===== config.mk =====
export PLATFORM = sky130hd
export DESIGN_NAME = seg_xlate
export DESIGN_NICKNAME = d
export VERILOG_FILES = /design/src/rtl/seg_xlate_pkg.sv /design/src/rtl/seg_regfile.sv /design/src/rtl/seg_check.sv /design/src/rtl/seg_adder.sv /design/src/rtl/seg_xlate.sv
export SDC_FILE = /design/constraint.sdc
export NUM_CORES = 1
export LEC_CHECK = 0
export ABC_AREA = 1
export BUFFER_PORTS_ARGS = -buffer_cell sky130_fd_sc_hd__buf_2
export CORE_UTILIZATION = 45
export DETAILED_ROUTE_END_ITERATION = 6
export MAX_ROUTING_LAYER = met4
export PLACE_DENSITY_LB_ADDON = 0.05
export SLEW_MARGIN = 0
export SYNTH_ARGS = -nofsm -noshare
export SYNTH_HDL_FRONTEND = slang
export SYNTH_SLANG_ARGS = --single-unit

===== constraint.sdc =====
create_clock -name clk -period 4.28 [get_ports clk]
set_input_delay 0.856 -clock clk [delete_from_list [all_inputs] [get_ports clk]]
set_output_delay 0.856 -clock clk [all_outputs]
set_load 0.1 [all_outputs]

===== src/rtl/seg_xlate_pkg.sv =====
package seg_xlate_pkg;

  typedef enum logic [1:0] {
    CAUSE_NONE   = 2'd0,
    CAUSE_LIMIT  = 2'd1,
    CAUSE_ACCESS = 2'd2,
    CAUSE_INDEX  = 2'd3
  } cause_e;

  typedef struct packed {
    logic ro;
    logic xo;
  } seg_attr_t;

  localparam int SEG_IDX_W  = 3;
  localparam int SEG_VAL_W  = 16;
  localparam int REAL_PA_W  = 20;
  localparam int REAL_OFF_W = 16;

endpackage


===== src/rtl/seg_regfile.sv =====
module seg_regfile
  import seg_xlate_pkg::*;
#(
  parameter int NSEG  = 4,
  parameter int PA_W  = 24,
  parameter int OFF_W = 16
) (
  input  logic                 clk,
  input  logic                 rst,
  input  logic                 we,
  input  logic [SEG_IDX_W-1:0] widx,
  input  logic [SEG_VAL_W-1:0] wsel,
  input  logic [PA_W-1:0]      wbase,
  input  logic [OFF_W-1:0]     wlim,
  input  seg_attr_t            wattr,
  input  logic [SEG_IDX_W-1:0] ridx,
  output logic                 ridx_ok,
  output logic [SEG_VAL_W-1:0] rsel,
  output logic [PA_W-1:0]      rbase,
  output logic [OFF_W-1:0]     rlim,
  output seg_attr_t            rattr
);

  localparam int IX_W = (NSEG > 1) ? $clog2(NSEG) : 1;
  localparam logic [OFF_W-1:0] RST_LIM = OFF_W'(16'hFFFF);

  logic [SEG_VAL_W-1:0] sel_q  [NSEG];
  logic [PA_W-1:0]      base_q [NSEG];
  logic [OFF_W-1:0]     lim_q  [NSEG];
  seg_attr_t            attr_q [NSEG];

  logic            widx_ok;
  logic [IX_W-1:0] rix;

  assign widx_ok = (32'(widx) < NSEG);
  assign ridx_ok = (32'(ridx) < NSEG);
  assign rix     = ridx_ok ? ridx[IX_W-1:0] : '0;

  for (genvar i = 0; i < NSEG; i++) begin : g_entry
    always_ff @(posedge clk) begin
      if (rst) begin
        sel_q[i]  <= '0;
        base_q[i] <= '0;
        lim_q[i]  <= RST_LIM;
        attr_q[i] <= '0;
      end else if (we && widx_ok && (widx[IX_W-1:0] == IX_W'(i))) begin
        sel_q[i]  <= wsel;
        base_q[i] <= wbase;
        lim_q[i]  <= wlim;
        attr_q[i] <= wattr;
      end
    end
  end

  always_comb begin
    rsel  = sel_q[rix];
    rbase = base_q[rix];
    rlim  = lim_q[rix];
    rattr = attr_q[rix];
  end

endmodule


===== src/rtl/seg_check.sv =====
module seg_check
  import seg_xlate_pkg::*;
#(
  parameter int OFF_W = 16
) (
  input  logic             prot,
  input  logic             idx_ok,
  input  logic [OFF_W-1:0] off,
  input  logic [1:0]       size_m1,
  input  logic [OFF_W-1:0] lim,
  input  seg_attr_t        attr,
  input  logic             is_write,
  input  logic             is_fetch,
  output cause_e           cause
);

  localparam int EXT_W = OFF_W + 2;

  logic [EXT_W-1:0] last_byte;
  logic             lim_bad;
  logic             acc_bad;

  assign last_byte = EXT_W'(off) + EXT_W'(size_m1);
  assign lim_bad   = last_byte > EXT_W'(lim);
  assign acc_bad   = (is_write && (attr.ro || attr.xo)) ||
                     (!is_write && !is_fetch && attr.xo);

  always_comb begin
    if (!idx_ok)       cause = CAUSE_INDEX;
    else if (!prot)    cause = CAUSE_NONE;
    else if (lim_bad)  cause = CAUSE_LIMIT;
    else if (acc_bad)  cause = CAUSE_ACCESS;
    else               cause = CAUSE_NONE;
  end

endmodule


===== src/rtl/seg_adder.sv =====
module seg_adder
  import seg_xlate_pkg::*;
#(
  parameter int PA_W  = 24,
  parameter int OFF_W = 16
) (
  input  logic                 prot,
  input  logic [SEG_VAL_W-1:0] sel,
  input  logic [PA_W-1:0]      base,
  input  logic [OFF_W-1:0]     off,
  output logic [PA_W-1:0]      addr
);

  logic [REAL_PA_W-1:0] real_sum;
  logic [PA_W-1:0]      prot_sum;

  assign real_sum = {sel, 4'b0000} + REAL_PA_W'(off[REAL_OFF_W-1:0]);
  assign prot_sum = base + PA_W'(off);
  assign addr     = prot ? prot_sum : PA_W'(real_sum);

endmodule


===== src/rtl/seg_xlate.sv =====
module seg_xlate
  import seg_xlate_pkg::*;
#(
  parameter int NSEG  = 4,
  parameter int PA_W  = 24,
  parameter int OFF_W = 16
) (
  input  logic             clk,
  input  logic             rst,
  input  logic             prot_mode,
  input  logic             wr_en,
  input  logic [2:0]       wr_seg,
  input  logic [15:0]      wr_sel,
  input  logic [PA_W-1:0]  wr_base,
  input  logic [OFF_W-1:0] wr_limit,
  input  logic             wr_ro,
  input  logic             wr_xo,
  input  logic             req_valid,
  input  logic [2:0]       req_seg,
  input  logic [OFF_W-1:0] req_off,
  input  logic [1:0]       req_size,
  input  logic             req_write,
  input  logic             req_fetch,
  output logic             out_valid,
  output logic [PA_W-1:0]  out_addr,
  output logic             out_fault,
  output logic [2:0]       out_fault_seg,
  output logic [1:0]       out_cause
);

  localparam logic [OFF_W-1:0] REAL_LIM = OFF_W'(16'hFFFF);

  // Write-side cache fill: real mode derives the cache from the value
  logic [PA_W-1:0]  wbase_eff;
  logic [OFF_W-1:0] wlim_eff;
  seg_attr_t        wattr_eff;

  assign wbase_eff = prot_mode ? wr_base  : PA_W'({wr_sel, 4'b0000});
  assign wlim_eff  = prot_mode ? wr_limit : REAL_LIM;
  assign wattr_eff = prot_mode ? seg_attr_t'({wr_ro, wr_xo}) : seg_attr_t'(2'b00);

  logic                 rd_ok;
  logic [SEG_VAL_W-1:0] rd_sel;
  logic [PA_W-1:0]      rd_base;
  logic [OFF_W-1:0]     rd_lim;
  seg_attr_t            rd_attr;

  seg_regfile #(.NSEG(NSEG), .PA_W(PA_W), .OFF_W(OFF_W)) u_regs (
    .clk    (clk),
    .rst    (rst),
    .we     (wr_en),
    .widx   (wr_seg),
    .wsel   (wr_sel),
    .wbase  (wbase_eff),
    .wlim   (wlim_eff),
    .wattr  (wattr_eff),
    .ridx   (req_seg),
    .ridx_ok(rd_ok),
    .rsel   (rd_sel),
    .rbase  (rd_base),
    .rlim   (rd_lim),
    .rattr  (rd_attr)
  );

  cause_e chk_cause;

  seg_check #(.OFF_W(OFF_W)) u_check (
    .prot    (prot_mode),
    .idx_ok  (rd_ok),
    .off     (req_off),
    .size_m1 (req_size),
    .lim     (rd_lim),
    .attr    (rd_attr),
    .is_write(req_write),
    .is_fetch(req_fetch),
    .cause   (chk_cause)
  );

  logic [PA_W-1:0] sum_addr;

  seg_adder #(.PA_W(PA_W), .OFF_W(OFF_W)) u_add (
    .prot(prot_mode),
    .sel (rd_sel),
    .base(rd_base),
    .off (req_off),
    .addr(sum_addr)
  );

  logic hit_fault;
  assign hit_fault = req_valid && (chk_cause != CAUSE_NONE);

  always_ff @(posedge clk) begin
    if (rst) begin
      out_valid     <= 1'b0;
      out_addr      <= '0;
      out_fault     <= 1'b0;
      out_fault_seg <= '0;
      out_cause     <= CAUSE_NONE;
    end else begin
      out_valid     <= req_valid && !hit_fault;
      out_addr      <= (req_valid && !hit_fault) ? sum_addr : '0;
      out_fault     <= hit_fault;
      out_fault_seg <= hit_fault ? req_seg : '0;
      out_cause     <= hit_fault ? chk_cause : CAUSE_NONE;
    end
  end

  // a fault never carries an address
  p_fault_excl_r9: assert property (@(posedge clk) disable iff (rst)
    out_fault |-> (!out_valid && (out_addr == '0)));

  // fault code names the register requested one cycle earlier
  p_fault_seg_r9: assert property (@(posedge clk) disable iff (rst)
    out_fault |-> (out_fault_seg == $past(req_seg)));

  // no request, no result on the next cycle
  p_latency_r10: assert property (@(posedge clk) disable iff (rst)
    !$past(req_valid) |-> (!out_valid && !out_fault));

  // cause stays zero outside faults
  p_cause_idle_r10: assert property (@(posedge clk) disable iff (rst)
    !out_fault |-> (out_cause == 2'd0));

  // real-mode results stay inside 1 MB
  p_real_1mb_r3: assert property (@(posedge clk) disable iff (rst)
    (out_valid && !$past(prot_mode)) |-> ((out_addr >> REAL_PA_W) == '0));

  // real mode only faults on a bad index
  p_real_nochk_r12: assert property (@(posedge clk) disable iff (rst)
    (out_fault && !$past(prot_mode)) |-> (out_cause == 2'd3));

endmodule


Word level (Yosys, flattened, before mapping):

Memories as Yosys holds them, arrays and structs flattened.
Cells that the tools add are included.

* mux-type cells: 39
* add/subtract/negate cells: 3
* bitwise logic cells: 19
* reductions and logical operators: 20
* equality and inequality tests: 3
* magnitude comparators: 3

Operators with widths (count)
* 16-bit two-way mux: 9
* 24-bit two-way mux: 5
* 24-bit by 16-bit adder with 24-bit output: 1
* 20-bit by 16-bit adder with 20-bit output: 1
* 2-bit two-way mux: 10
* 20-bit two-way mux: 1
* 18-bit by 16-bit greater-than comparator with 1-bit output: 1
* 16-bit by 2-bit adder with 17-bit output: 1
* 1-bit OR: 16
* 1-bit two-way mux: 14
* 1-bit logical AND: 10
* 3-bit < comparator, second input constant: 2
* 2-bit == test, second input constant: 2
* 2-bit OR reduction: 2
* 1-bit logical NOT: 3
* 1-bit NOT: 3
* 3-bit OR reduction: 1
* 2-bit by 1-bit == test with 1-bit output, second input constant: 1
* 2-bit logical NOT: 1
* 1-bit logical OR: 2
* 2-bit nonzero test: 1

* register bits: 31
* memories kept: 4
* memory bits (writable): 232

Memories
* u_regs.base_q: depth 4, width 24, read ports 1, clocked after memory_dff 0, write ports 4, line seg_regfile.sv:28 `logic [PA_W-1:0] base_q [NSEG];`
* u_regs.lim_q: depth 4, width 16, read ports 1, clocked after memory_dff 0, write ports 4, line seg_regfile.sv:29 `logic [OFF_W-1:0] lim_q [NSEG];`
* u_regs.sel_q: depth 4, width 16, read ports 1, clocked after memory_dff 0, write ports 4, line seg_regfile.sv:27 `logic [SEG_VAL_W-1:0] sel_q [NSEG];`
* u_regs.attr_q: depth 4, width 2, read ports 1, clocked after memory_dff 0, write ports 4, line seg_regfile.sv:30 `seg_attr_t attr_q [NSEG];`

Depth between registers and ports, before layout:

An unclocked memory read counts as a cell.

* depth after elaboration: 16
* mapped depth: 25

Modules after synthesis:

From an unflattened synthesis, not the netlist that was laid out.

* cells, all modules: 2092
* area, all modules: 15990.3 um^2

Modules (own cells, without submodules)
* seg_regfile: cells each 1263, instances 1, area each 11402.2 um^2
* seg_adder: cells each 477, instances 1, area each 2374.8 um^2
* seg_xlate: cells each 206, instances 1, area each 1335.0 um^2
* seg_check: cells each 146, instances 1, area each 878.3 um^2

Worst setup path before layout:

No wires, ideal clock.

* kind: in2reg
* from: input port req_off[1]
* to: register out_addr[5]
* setup slack: 632 ps
* setup time: 117 ps
* path buffers: 1
* stages: 19
* arrival time: 3531 ps
* data required time: 4163 ps
* path through: ha_1 nand2_1 inv_1 o21ai_0 nor3_1 nand4_1 nor2_1 nand3_1 xnor2_1 ha_1 nand2_1 nor2_1 and3_1 nand4_1 a21oi_2 nor2_4 nand2_2 buf_6 nor2_2

* longest elaborated chain between the ends: 11
* elaborated cells on any way between the ends: 14

RTL lines
* from (decl): line seg_xlate.sv:20 `input logic [OFF_W-1:0] req_off,`
* 16-bit by 2-bit adder with 17-bit output: line seg_check.sv:23 `assign last_byte = EXT_W'(off) + EXT_W'(size_m1);`
* 18-bit by 16-bit greater-than comparator with 1-bit output: line seg_check.sv:24 `assign lim_bad = last_byte > EXT_W'(lim);`
* 2-bit two-way mux: line seg_check.sv:31 `else if (lim_bad) cause = CAUSE_LIMIT;`
* 2-bit two-way mux: line seg_check.sv:30 `else if (!prot) cause = CAUSE_NONE;`
* 2-bit two-way mux: line seg_check.sv:29 `if (!idx_ok) cause = CAUSE_INDEX;`
* 2-bit nonzero test: line seg_xlate.sv:90 `assign hit_fault = req_valid && (chk_cause != CAUSE_NONE);`
* 1-bit logical AND: line seg_xlate.sv:90
* 1-bit logical NOT: line seg_xlate.sv:101 `out_addr <= (req_valid && !hit_fault) ? sum_addr : '0;`
* 1-bit logical AND: line seg_xlate.sv:101
* 1-bit NOT (no source line)
* 2-bit OR reduction (no source line)
* to (signal assigned): line seg_xlate.sv:101
* to (decl): line seg_xlate.sv:25 `output logic [PA_W-1:0] out_addr,`

Parallel ways exist; a longest one is shown, timed or not.
A chain may end at the register's enable or synchronous reset.

Final worst setup path:

* from: input port req_off[1]
* to: register out_addr[11]

Same word-level chain as after synthesis.

==> results.txt <==
Number of diodes = 0
Grt total ovfl = 0
Antenna viol nets, final = 0
Crit path time final = 3620 ps
Internal Dissipation = 0.00450 W
VDD IR max = 0.295 mV
Core area = 0.0296 mm2
Net load switching power = 0.00179 W
Net Sw Frac = 28.4%
GRT Overall Usage = 25.3%
Vias in the first global route = 9966
Syn Inst Count = 1464
GRT Max-Usage Layer = met1
# port buffers = 119
Clock network fraction of total power = 34.6%
Filler instances = 2818
CTS root buf = clkbuf_16
Post-CTS sizing = 0
Synthesized area = 0.0135 mm2
CP Capture Type = flop
Total Neg Setup Slack = 0 ps
Post-layout nets = 1713
Die ar. = 0.0308 mm2
Post-synthesis async set-or-reset flop share = 0%
Chip width = 175 um
Postcts setup bufs = 0
Initial antenna violation count = 0
Power per Cell Area = 407 mW/mm2
Initial Util = 45.7%
FF-to-FF End = out_addr[20]
Register bit total from synthesis = 263
Final Hold Fails = 0
Overall power = 0.00629 W
Max incr delay on CP = 320 ps
CP dominant cell by count = nor2_1
CTS H-tree depth = 1
Status = complete, no violations
CP Class = in2reg
Met2 Track Usage GR = 37.3%
Cell chain of the critical path = buf_2 -> ha_1 -> nand2_1 -> inv_1 -> o21ai_0 -> nor3_1 -> nand4_1 -> nor2_1 -> nand3_1 -> xnor2_1 -> ha_1 -> nand2_1 -> nor2_1 -> and3_1 -> nand4_1 -> a21oi_2 -> nor2_4 -> nand2_2 -> buf_4 -> nor2_1
Commonest non-fill, non-tap cell in the layout = nand2_1
RSZ-0062 raised after global routing = false
Avg Inst Size Synth = 9.24 um2
Vias/cell = 5.28
Hold Crit Start = req_seg[1]
Reg2Reg Setup Slack = 1630 ps
Slew HR = 36.9%
FF-to-FF path depth = 14
Syn nets = 1602
Worst-path clk slew = 60 ps
Power share of the combinational group = 17.9%
Drt drc = 0
CTS Buf Count = 27
Area grow syn2layout = 14.2%
# rows = 63
Final worst-path cycle share = 84.7%
GR Util met3 = 3.25%
Slowest CP cell = ha_1
Most frequent cells in the layout = nand2_1 (318), nor2_1 (282), edfxtp_1 (232), buf_2 (119), inv_1 (94)
Largest delay share family, worst path = simple AND/OR/NAND/NOR gates
CP arrival = 4060 ps
Core Util, Final = 52.1%
Sequential share of the synthesized area = 56.1%
WHS Endpoint = out_fault_seg[1]
RePlAce Congestion = 0.962
Buffers & Inverters on Critical Path = 3
Synth Flop Type = edfxtp_1
First-pass GRT wire length = 57300 um
Clk sink count = 263
Yosys warns = 0
Initial DRC Count = 846
Met1 global-route usage = 37.4%
Setup violations, final = 0
Worst Hold Class = in2reg
Setup crit start kind = input port
Seq pwr share = 47.5%
Iteration count of the initial detailed-routing pass = 5
Clk_lat worst skew = 560 ps
Required @ worst endpoint = 4720 ps
Slew Viols, Final = 0
WL final = 37200 um
Pin count of the biggest net entering global routing = 70
Hold-fix buffers, CTS = 0
CTS tree = yes
Fmax = 0.276 GHz
Crit-path max FO = 11
Leakage power = 6.50 nW
FF-to-FF Start = u_regs.base_q[3][0]
Max-cap violation count = 0
Final HPWL DP = 24500 um
Layout cells sized above 1 = 15.1%
Clock buffer depth = 3
Vias post-DR = 10500
Clock skew = 15.6 ps
Wire per inst = 18.7 um
I/O pin total = 120
Tightest Pin Transition = 946 ps
Post-synth EDFFs = 232
Distinct cell type count after synthesis = 47
DIE HEIGHT = 175 um
Worst hold path depth = 3
## synthesized netlist by cell type, types with 2 or more instances
cell,number,area [um2]
nand2_1,322,1210
nor2_1,283,1060
edfxtp_1,232,6970
inv_1,95,357
o21ai_0,71,355
a21oi_1,59,295
nand3_1,52,260
clkbuf_1,47,176
ha_1,46,576
o22ai_1,40,250
a22oi_1,31,233
dfxtp_1,31,621
nor2_2,22,138
xor2_1,16,140
xnor2_1,13,114
buf_2,11,55.1
a32o_1,10,100
inv_2,7,26.3
nand2_2,7,43.8
nand4_1,6,37.5
nor3_1,6,30.0
buf_6,5,56.3
a21o_1,4,30.0
buf_1,4,15.0
clkinv_1,4,15.0
mux2i_1,4,40.0
buf_4,3,22.5
fa_1,3,60.1
nand3_2,3,30.0
nand3b_1,3,22.5
or2_0,3,18.8
a21boi_2,2,22.5
a22oi_2,2,25.0
and3_1,2,12.5
o211ai_1,2,15.0
o21bai_1,2,15.0
## per-layer routing
metal  vias up  routed length, um
li1       5181                  -
met1      4927              17900
met2       310              16200
met3        46               2410
met4         0                699
met5         -                  0
## power groups by stage
stage | combinational (W) | clock [W] | sequential (W)
final | 0.00112 | 0.00218 | 0.00299
after global routing | 0.00125 | 0.00229 | 0.00300
after CTS | 0.00112 | 0.00221 | 0.00299
after detailed placement | 0.00112 | 0 | 0.00304
after global placement | 0.00111 | 0 | 0.00304
after floorplan | 0.000676 | 0 | 0.00313
## per-stage QoR
step / cells / hold slack (ps) / setup slack [ps] / instance area (um2)
floorplan: 1464 / 686 / 632 / 13500
global placement: 1936 / 726 / 229 / 14700
detailed placement: 1936 / 728 / 121 / 14700
CTS: 1983 / 535 / 681 / 15500
global route: 1983 / 600 / 449 / 15500
finish: 1983 / 553 / 655 / 15500
## worst max path at each step
stage	start	end	slack, ps	cells past startpoint
global placement	req_off[1]	out_addr[11]	230	20
detailed placement	req_off[1]	out_addr[11]	120	20
floorplan	req_off[1]	out_addr[5]	630	19
finish	req_off[1]	out_addr[11]	660	20
global route	req_off[1]	out_addr[11]	450	20
CTS	req_off[1]	out_addr[11]	680	20
## layout make-up
cell class / instances / area (um2) / share of cell area (%)
clock inverters: 6 / 41.3 / 0.267
inverters: 106 / 398 / 2.58
multi-input cells: 1025 / 5240 / 33.9
clock buffers: 41 / 752 / 4.87
flip-flops and latches: 263 / 7590 / 49.1
well taps: 390 / 488 / 3.16
repair buffers: 152 / 943 / 6.11
## registers in the layout, summed over array words and instances (netlist names)
register	flops
out_addr	24
out_cause	2
out_fault	1
out_fault_seg	3
out_valid	1
u_regs.attr_q	8
u_regs.base_q	96
u_regs.lim_q	64
u_regs.sel_q	64
## cell families after synthesis
| group | after synthesis | share of synthesized area (%) |
|---|---|---|
| buffers and inverters | 176 | 5.34 |
| adders and majority gates | 49 | 4.70 |
| muxes | 4 | 0.296 |
| and+or+nand+nor | 713 | 21.4 |
| DFF | 263 | 56.1 |
| AOI/OAI and AO/OA | 230 | 10.3 |
| xor gates and xnor gates | 29 | 1.88 |
## tightest hold or removal path, delay by kind of cell
| family | cells | cell delay, ps |
|---|---|---|
| simple gates | 1 | 80 |
| buf+inv | 2 | 120 |
Note: power is estimated with default switching activity, not from simulation.
